==> src/rtl/pfg_pkg.sv <==
package pfg_pkg;
  typedef enum logic [1:0] {
    SAFE_LOW  = 2'b00,
    SAFE_HIGH = 2'b01,
    SAFE_OFF  = 2'b10,
    SAFE_OFF2 = 2'b11
  } safe_e;
endpackage

==> src/rtl/pfg_sync.sv <==
module pfg_sync #(
  parameter int STAGES = 2
) (
  input  logic clk,
  input  logic rst,
  input  logic d,
  output logic q
);
  logic [STAGES-1:0] sh;

  always_ff @(posedge clk) begin
    if (rst) sh <= '0;
    else     sh <= {sh[STAGES-2:0], d};
  end

  assign q = sh[STAGES-1];
endmodule

==> src/rtl/pfg_trip_ctrl.sv <==
module pfg_trip_ctrl #(
  parameter int NUM_PAIRS = 2
) (
  input  logic                   clk,
  input  logic                   rst,
  input  logic                   fault_s,
  input  logic                   period_start,
  input  logic                   cfg_wr_en,
  input  logic [2*NUM_PAIRS+1:0] cfg_wdata,
  input  logic                   bridge_dir,
  output logic                   flag_q,
  output logic                   run_d,
  output logic                   dir_d,
  output logic                   dir_q,
  output logic [2*NUM_PAIRS-1:0] ss_q
);
  localparam int SSW      = 2 * NUM_PAIRS;
  localparam int AUTO_BIT = SSW;
  localparam int CLR_BIT  = SSW + 1;

  logic auto_q;
  logic run_q;
  logic flag_d;
  logic clr_req;

  assign clr_req = cfg_wr_en & cfg_wdata[CLR_BIT];

  always_comb begin
    if (fault_s)      flag_d = 1'b1;
    else if (auto_q)  flag_d = 1'b0;
    else if (clr_req) flag_d = 1'b0;
    else              flag_d = flag_q;
  end

  always_comb begin
    if (flag_d)            run_d = 1'b0;
    else if (period_start) run_d = 1'b1;
    else                   run_d = run_q;
  end

  assign dir_d = period_start ? bridge_dir : dir_q;

  always_ff @(posedge clk) begin
    if (rst) begin
      flag_q <= 1'b0;
      run_q  <= 1'b0;
      dir_q  <= 1'b0;
      ss_q   <= '0;
      auto_q <= 1'b0;
    end else begin
      flag_q <= flag_d;
      run_q  <= run_d;
      dir_q  <= dir_d;
      if (cfg_wr_en) begin
        ss_q   <= cfg_wdata[SSW-1:0];
        auto_q <= cfg_wdata[AUTO_BIT];
      end
    end
  end

  AST_FAULT_SETS_FLAG: assert property (@(posedge clk) disable iff (rst)
    fault_s |=> flag_q);
  AST_AUTO_CLEARS_FLAG: assert property (@(posedge clk) disable iff (rst)
    (flag_q && auto_q && !fault_s) |=> !flag_q);
  AST_FLAG_STICKY: assert property (@(posedge clk) disable iff (rst)
    (flag_q && !auto_q && !clr_req) |=> flag_q);
  AST_CLEAR_AFTER_FAULT: assert property (@(posedge clk) disable iff (rst)
    $fell(flag_q) |-> !$past(fault_s));
  AST_RESTART_ALIGNED: assert property (@(posedge clk) disable iff (rst)
    $rose(run_q) |-> $past(period_start));
  AST_DIR_ALIGNED: assert property (@(posedge clk) disable iff (rst)
    (dir_q != $past(dir_q)) |-> $past(period_start));
endmodule

==> src/rtl/pfg_pair_drive.sv <==
module pfg_pair_drive
  import pfg_pkg::*;
#(
  parameter int IDX = 0
) (
  input  logic       clk,
  input  logic       rst,
  input  logic       raw_pri,
  input  logic       raw_sec,
  input  logic       run,
  input  logic       bridge_en,
  input  logic       dir,
  input  logic [1:0] ss,
  output logic       out_pri,
  output logic       out_sec,
  output logic       oe_pri,
  output logic       oe_sec
);
  localparam logic ODD = logic'(IDX % 2);

  logic  pass_pri, pass_sec;
  logic  safe_val, safe_oe;
  safe_e mode;

  assign mode     = safe_e'(ss);
  assign pass_pri = !bridge_en || (dir == ODD);
  assign pass_sec = !bridge_en || (dir != ODD);

  always_comb begin
    case (mode)
      SAFE_LOW:  begin safe_val = 1'b0; safe_oe = 1'b1; end
      SAFE_HIGH: begin safe_val = 1'b1; safe_oe = 1'b1; end
      default:   begin safe_val = 1'b0; safe_oe = 1'b0; end
    endcase
  end

  always_ff @(posedge clk) begin
    if (rst) begin
      out_pri <= 1'b0;
      out_sec <= 1'b0;
      oe_pri  <= 1'b1;
      oe_sec  <= 1'b1;
    end else if (run) begin
      out_pri <= raw_pri & pass_pri;
      out_sec <= raw_sec & pass_sec;
      oe_pri  <= 1'b1;
      oe_sec  <= 1'b1;
    end else begin
      out_pri <= safe_val;
      out_sec <= safe_val;
      oe_pri  <= safe_oe;
      oe_sec  <= safe_oe;
    end
  end
endmodule

==> src/rtl/pwm_fault_gate.sv <==
module pwm_fault_gate #(
  parameter int NUM_PAIRS   = 2,
  parameter int SYNC_STAGES = 2
) (
  input  logic                   clk,
  input  logic                   rst,
  input  logic [2*NUM_PAIRS-1:0] pwm_raw,
  input  logic                   period_start,
  input  logic                   fault_in,
  input  logic                   bridge_en,
  input  logic                   bridge_dir,
  input  logic                   cfg_wr_en,
  input  logic [2*NUM_PAIRS+1:0] cfg_wdata,
  output logic [2*NUM_PAIRS-1:0] pwm_out,
  output logic [2*NUM_PAIRS-1:0] pwm_oe,
  output logic                   shutdown_flag,
  output logic                   dir_active
);
  localparam int CH = 2 * NUM_PAIRS;

  logic          fault_s;
  logic          run_d;
  logic          dir_d;
  logic [CH-1:0] ss_q;

  pfg_sync #(.STAGES(SYNC_STAGES)) u_sync (
    .clk (clk),
    .rst (rst),
    .d   (fault_in),
    .q   (fault_s)
  );

  pfg_trip_ctrl #(.NUM_PAIRS(NUM_PAIRS)) u_ctrl (
    .clk          (clk),
    .rst          (rst),
    .fault_s      (fault_s),
    .period_start (period_start),
    .cfg_wr_en    (cfg_wr_en),
    .cfg_wdata    (cfg_wdata),
    .bridge_dir   (bridge_dir),
    .flag_q       (shutdown_flag),
    .run_d        (run_d),
    .dir_d        (dir_d),
    .dir_q        (dir_active),
    .ss_q         (ss_q)
  );

  for (genvar p = 0; p < NUM_PAIRS; p++) begin : g_pair
    pfg_pair_drive #(.IDX(p)) u_pair (
      .clk       (clk),
      .rst       (rst),
      .raw_pri   (pwm_raw[p]),
      .raw_sec   (pwm_raw[p+NUM_PAIRS]),
      .run       (run_d),
      .bridge_en (bridge_en),
      .dir       (dir_d),
      .ss        (ss_q[2*p+1:2*p]),
      .out_pri   (pwm_out[p]),
      .out_sec   (pwm_out[p+NUM_PAIRS]),
      .oe_pri    (pwm_oe[p]),
      .oe_sec    (pwm_oe[p+NUM_PAIRS])
    );
  end
endmodule

==> config.mk <==
export PLATFORM = sky130hd
export DESIGN_NAME = pwm_fault_gate
export DESIGN_NICKNAME = d
export VERILOG_FILES = /design/src/rtl/pfg_pkg.sv /design/src/rtl/pfg_sync.sv /design/src/rtl/pfg_trip_ctrl.sv /design/src/rtl/pfg_pair_drive.sv /design/src/rtl/pwm_fault_gate.sv
export SDC_FILE = /design/constraint.sdc
export NUM_CORES = 1
export LEC_CHECK = 0
export BUFFER_PORTS_ARGS = -buffer_cell sky130_fd_sc_hd__buf_4
export CORE_MARGIN = 1.5
export CORE_UTILIZATION = 47
export CTS_CLUSTER_DIAMETER = 50
export DETAILED_ROUTE_END_ITERATION = 7
export GPL_TIMING_DRIVEN = 0
export PLACE_DENSITY = 0.78
export SYNTH_ARGS = -nofsm -noshare
export SYNTH_HDL_FRONTEND = slang
export SYNTH_SLANG_ARGS = --single-unit
export TNS_END_PERCENT = 5
==> constraint.sdc <==
create_clock -name clk -period 2.8 [get_ports clk]
set_clock_uncertainty 0.1 [all_clocks]
set_input_delay 0.56 -clock clk [delete_from_list [all_inputs] [get_ports clk]]
set_output_delay 0.56 -clock clk [all_outputs]
set_load 0.01 [all_outputs]
==> results.toml, run 1 <==
[detailed_routing]
detail_route.wl_per_cell_um = 10.3
route.antenna.remaining_nets = 0
drc_errors = 0
routed_wirelength_um = 1100
drtPass1Iterations = 4
drt-initial-drc-count = 2
via_per_inst = 4.75
via_count = 504

[cts]
cts_buffers = 3
htree_levels = 1
cts_resized = 0
holdBufCountCts = 0
post-cts-setup-buffers = 0
clk_pin_slew_worst_paths_ps = 90
cts_buffer_depth = 2
root_buffer = "clkbuf_4"
cts_tree = "done"
cts.sinks = 16
clock_latency_ps = 290

[floorplan]
io_pins = 27
rows = 13
die_h_um = 39.6
initial_core_util = 0.497
die_w_um = 39.6
core_mm2 = 0.00127
dieArea_mm2 = 0.00157

[synth]
synth_flop_cell = "dfxtp_1"
synth_nets = 79
yosysTopAreaCellShare = 0.508
yosys.cell_count.top_type = "dfxtp_1"
synth_edf_count = 0
synth_area_leaders = "dfxtp_1 (51%), mux2i_1 (9.5%), buf_4 (9.5%)"
async_reset_ff_frac = 0
yosys-top-cells-count = "dfxtp_1 (16), nor2_1 (9), buf_4 (8), mux2i_1 (6)"
synth_warnings = 0
ys_seq_area_frac = 0.508
syn_inst = 62
ys_ff_latch = 16
syn_area_um2 = 631
synth.distinct_cells = 16
synth.largest_area_cell = "dfxtp_1"
avgSynthCellArea_um2 = 10.2

[setup_path]
crit_arrival_ps = 860
cp_max_fo = 2
end_kind = "primary output"
worst_setup_path_start_kind = "register"
worstSetupPathType = "register to primary output"
required_ps = 2140

[cells_and_area]
fin_cells = 106
fill_cells = 112
n_antenna_cell = 0
syn2layout_area_growth_pct = 38.5
drive_gt1_frac = 0.440
layout.nets = 109

[global_routing]
grt.overflow.total = 0
grt_pass1_vias = 417
grt_use_total = 0.178
antenna_found_initial = 0
grt_pass1_wl_um = 1770
grt_start_max_net_pins = 11

[power_and_ir_drop]
p_sw_uw = 109
clkPwrFrac = 0.323
p_sw_frac = 0.230
ir_drop_uv = 344
internal-power_uw = 363
power.density_mw_per_mm2 = 540
combPwrFrac = 0.155
p_leak_nw = 0.413
seqPwrFrac = 0.522

[sta]
setup_viol = 0
period_share = 0.543
relSlewSlack = 0.732
fin_crit_ps = 1520
maxSlewViolCount = 0
worst_slew_pin_slew_ps = 402
max_freq_ghz = 0.657
hold_viol_final = 0
setup-tns-final_ps = 0
rsz0062_at_grt = "no"

[job]
cap_viol_max_count = 0

[placement]
hpwl_um = 887
port_buffers = 25
placed_cells = 102
gp_congestion = 0.701

[hold_path]
hold_class = "register to register"

[status]
status = "finished, final reports clean"
layer usage:
metal | part of all wire | wire [um] | GRT usage
met5 | 0 | 0 | 0
met4 | 0.022 | 24 | 0.103
met3 | 0.055 | 60 | 0.0511
met2 | 0.54 | 594 | 0.299
met1 | 0.38 | 418 | 0.194
layout by cell type (no fill, tap or decap):
master / Yosys / final
buf_4: 8 / 33
dfxtp_1: 16 / 16
nor2_1: 9 / 9
mux2i_1: 6 / 6
nand3_1: 4 / 4
a21oi_1: 4 / 4
nor2b_1: 3 / 3
nand2_1: 3 / 3
clkbuf_4: 0 / 3
or3b_1: 2 / 2
clkbuf_1: 1 / 1
buf_6: 1 / 1
inv_1: 1 / 1
nand2_4: 1 / 1
a311oi_4: 1 / 1
a31oi_1: 1 / 1
nand2b_1: 1 / 1
clkbuf_8: 0 / 1
flip-flops by register name, summed over array words and instances, names as in the netlist:
name	cells
u_ctrl.auto_q	1
u_ctrl.ss_q	4
g_pair.u_pair.out_pri	2
u_ctrl.flag_q	1
u_ctrl.dir_q	1
g_pair.u_pair.oe_pri	2
g_pair.u_pair.out_sec	2
u_ctrl.run_q	1
u_sync.sh	2
kinds of logic (layout without fill, tap and decap cells):
logic type      count (synthesis)  after routing  synth area share
simple gates                   23             23             0.189
flops                          16             16             0.508
buf+inv                        11             40             0.125
compound gates                  6              6            0.0833
mux                             6              6            0.0952
metrics by stage:
step                      instance area [um2]  setup WS, ps  hold slack (ps)  utilization  power [mW]
after global routing                      873          1250              329        0.688       0.493
after CTS                                 873          1270              315        0.688       0.476
after detailed placement                  837          1100              294        0.660       0.326
after floorplan                           631          1240              266            -       0.291
after global placement                    837          1120              283        0.660       0.323
final                                     873          1280              308        0.688       0.472
critical path, stage by stage, from the launching register on:
cell,delay (ps)
dfxtp_1,320
buf_4,120
buf_4,130
cell type report:
class | count | area (um2) | share of cell area
plain buffers | 10 | 75.1 | 0.0860
repair buffers | 25 | 188 | 0.215
flip-flops and latches | 16 | 320 | 0.367
multi-input cells | 35 | 231 | 0.265
well taps | 15 | 18.8 | 0.0215
inverters | 1 | 3.75 | 0.00430
clock buffers | 4 | 36.3 | 0.0415
final timing paths:
kind                                start                        to  slack [ps]  cells past startpoint
setup / recovery  g_pair[1].u_pair.oe_pri                 pwm_oe[1]        1280                      2
hold / removal             u_ctrl.ss_q[1]   g_pair[0].u_pair.oe_pri         310                      1
setup reg to reg             u_ctrl.run_q  g_pair[0].u_pair.out_sec        1500                      4
hold reg to reg            u_ctrl.ss_q[1]   g_pair[0].u_pair.oe_pri         310                      1
power by group through the flow:
stage | Sequential, mW | Clock (mW) | Combinational, mW
after floorplan | 0.251 | 0 | 0.0406
after global placement | 0.251 | 0 | 0.0722
after detailed placement | 0.252 | 0 | 0.0742
after CTS | 0.247 | 0.155 | 0.0743
after global routing | 0.248 | 0.163 | 0.0812
final | 0.246 | 0.152 | 0.0733
Note: power is estimated with default switching activity, not from simulation.
==> run 2: changes to the inputs <==
--- a/config.mk
+++ b/config.mk
@@ -7,11 +7,11 @@
 export LEC_CHECK = 0
 export BUFFER_PORTS_ARGS = -buffer_cell sky130_fd_sc_hd__buf_4
 export CORE_MARGIN = 1.5
-export CORE_UTILIZATION = 47
+export CORE_UTILIZATION = 44
 export CTS_CLUSTER_DIAMETER = 50
 export DETAILED_ROUTE_END_ITERATION = 7
 export GPL_TIMING_DRIVEN = 0
-export PLACE_DENSITY = 0.78
+export PLACE_DENSITY = 0.74
 export SYNTH_ARGS = -nofsm -noshare
 export SYNTH_HDL_FRONTEND = slang
 export SYNTH_SLANG_ARGS = --single-unit
==> constraint.sdc (replaced) <==
create_clock -name clk -period 1.5 [get_ports clk]
set_clock_uncertainty 0.1 [all_clocks]
set_input_delay 0.3 -clock clk [delete_from_list [all_inputs] [get_ports clk]]
set_output_delay 0.3 -clock clk [all_outputs]
set_load 0.01 [all_outputs]
==> run 2 against run 1 <==
Net effect:
- hold slack worse by 200 ps
- sequential share of layout area unchanged
- critical path depth up 2
- cell area is the same
- register-to-register slack worse by 1300 ps
- largest cell class unchanged
==> results.toml, run 2 (synthesis gave the netlist of run 1 again) <==
[status]
status = "finished, final reports clean"

[setup_path]
end_kind = "register"
r2r_start = "u_ctrl.run_q"
rr_worst_depth = 4
worst_setup_path_start_kind = "register"
cp_max_fo = 8
cp_slowest_cell = "or3b_1"
reg2reg_to = "g_pair[0].u_pair.out_sec"
worstSetupPathType = "register to register"
cpPeakStageDelay_ps = 420
critPathTopFamily = "simple AND/OR/NAND/NOR gates"
crit_arrival_ps = 1420
critPathBufInv = 0
path_cells = "nor2_1 > a311oi_4 > or3b_1 > a21oi_1"
r2r_slack_ps = 190
required_ps = 1610

[sta]
max_freq_ghz = 0.762
worst_slew_pin_slew_ps = 426
hold_slack_ps = 113
rsz0062_at_grt = "no"
relSlewSlack = 0.716
setup_viol = 0
fin_crit_ps = 1310
setup-tns-final_ps = 0
period_share = 0.875
hold_viol_final = 0
maxSlewViolCount = 0

[cts]
cts_buffer_depth = 2
cts.sinks = 16
htree_levels = 1
root_buffer = "clkbuf_4"
post-cts-setup-buffers = 0
clk_pin_slew_worst_paths_ps = 90
holdBufCountCts = 0
cts_tree = "done"
cts_buffers = 3
clock_latency_ps = 280
cts_resized = 0

[cells_and_area]
regMostFlops = "u_ctrl.ss_q"
largest_reg_flops = 4
drive_gt1_frac = 0.440
n_antenna_cell = 0
mostFrequentLayoutCells = "buf_4 (33), dfxtp_1 (16), nor2_1 (9), mux2i_1 (6)"
syn2layout_area_growth_pct = 38.5
final_common_cell = "buf_4"
layout.nets = 109
fin_area_um2 = 873
final_util = 0.663

[detailed_routing]
detail_route.wl_per_cell_um = 10.4
via_per_inst = 4.77
drtPass1Iterations = 4
drc_errors = 0
via_count = 506
routed_wirelength_um = 1100
drt-initial-drc-count = 4
route.antenna.remaining_nets = 0

[global_routing]
grt_pass1_vias = 411
grt_use_total = 0.158
grt_start_max_net_pins = 11
grt.overflow.total = 0
grt_pass1_wl_um = 1640
antenna_found_initial = 0

[floorplan]
die_h_um = 40.9
die_w_um = 40.9
io_pins = 27
initial_core_util = 0.479
core_mm2 = 0.00132
rows = 13
dieArea_mm2 = 0.00167

[placement]
hpwl_um = 881
port_buffers = 25
dpl_cell_area_um2 = 837
gp_congestion = 0.652

[power_and_ir_drop]
p_leak_nw = 0.413
p_total_uw = 873
ir_drop_uv = 609
power.density_mw_per_mm2 = 999

[hold_path]
hold_path_depth = 2
hold_start = "rst"
holdPathEnd = "g_pair[0].u_pair.out_pri"
hold_class = "input port to register"

[job]
cap_viol_max_count = 0
==> run 2: cell counts in the layout (fill, tap and decap cells not counted) <==
Identical to the previous run, type by type.
==> run 2: per-stage QoR <==
step | cells | setup WS [ps]
after global routing | 106 | 137
after floorplan | 62 | 202
after CTS | 106 | 191
after global placement | 102 | 78.4
final | 106 | 187
after detailed placement | 102 | 48.8
==> run 2: report_power, final <==
part / switching (mW) / internal [mW]
Combinational: 0.0552 / 0.0815
Sequential: 0.0106 / 0.449
Clock: 0.129 / 0.148
==> run 2: metal layers <==
metal / track usage / part of all wire / vias to the layer above
met2: 0.258 / 0.52 / 17
li1: - / - / 258
met5: 0 / 0 / -
met1: 0.174 / 0.40 / 229
met4: 0.125 / 0.011 / 0
met3: 0.0326 / 0.074 / 2
==> run 2: cell type report <==
type	instances	area, um2
tap	15	18.8
inverter	1	3.75
buffer	10	75.1
clock buffer	4	36.3
multi-input combinational	35	231
fill	113	444
sequential	16	320
timing repair buffer	25	188
==> run 2: worst reg2reg max path: stages (launching register included) <==
cell and delay [ps]:
dfxtp_1 310, nor2_1 180, a311oi_4 100, or3b_1 420
a21oi_1 150
==> run 2: worst max-delay path by stage <==
stage / startpoint / end / slack, ps / depth (start not counted)
6_report: u_ctrl.run_q / g_pair[0].u_pair.out_sec / 190 / 4
5_1_grt: u_ctrl.auto_q / g_pair[0].u_pair.out_pri / 140 / 4
4_1_cts: u_ctrl.run_q / g_pair[0].u_pair.out_sec / 190 / 4
3_5_place_dp: period_start / g_pair[0].u_pair.out_sec / 50 / 5
3_3_place_gp: period_start / g_pair[1].u_pair.out_sec / 80 / 5
2_1_floorplan: cfg_wr_en / g_pair[0].u_pair.out_sec / 200 / 5
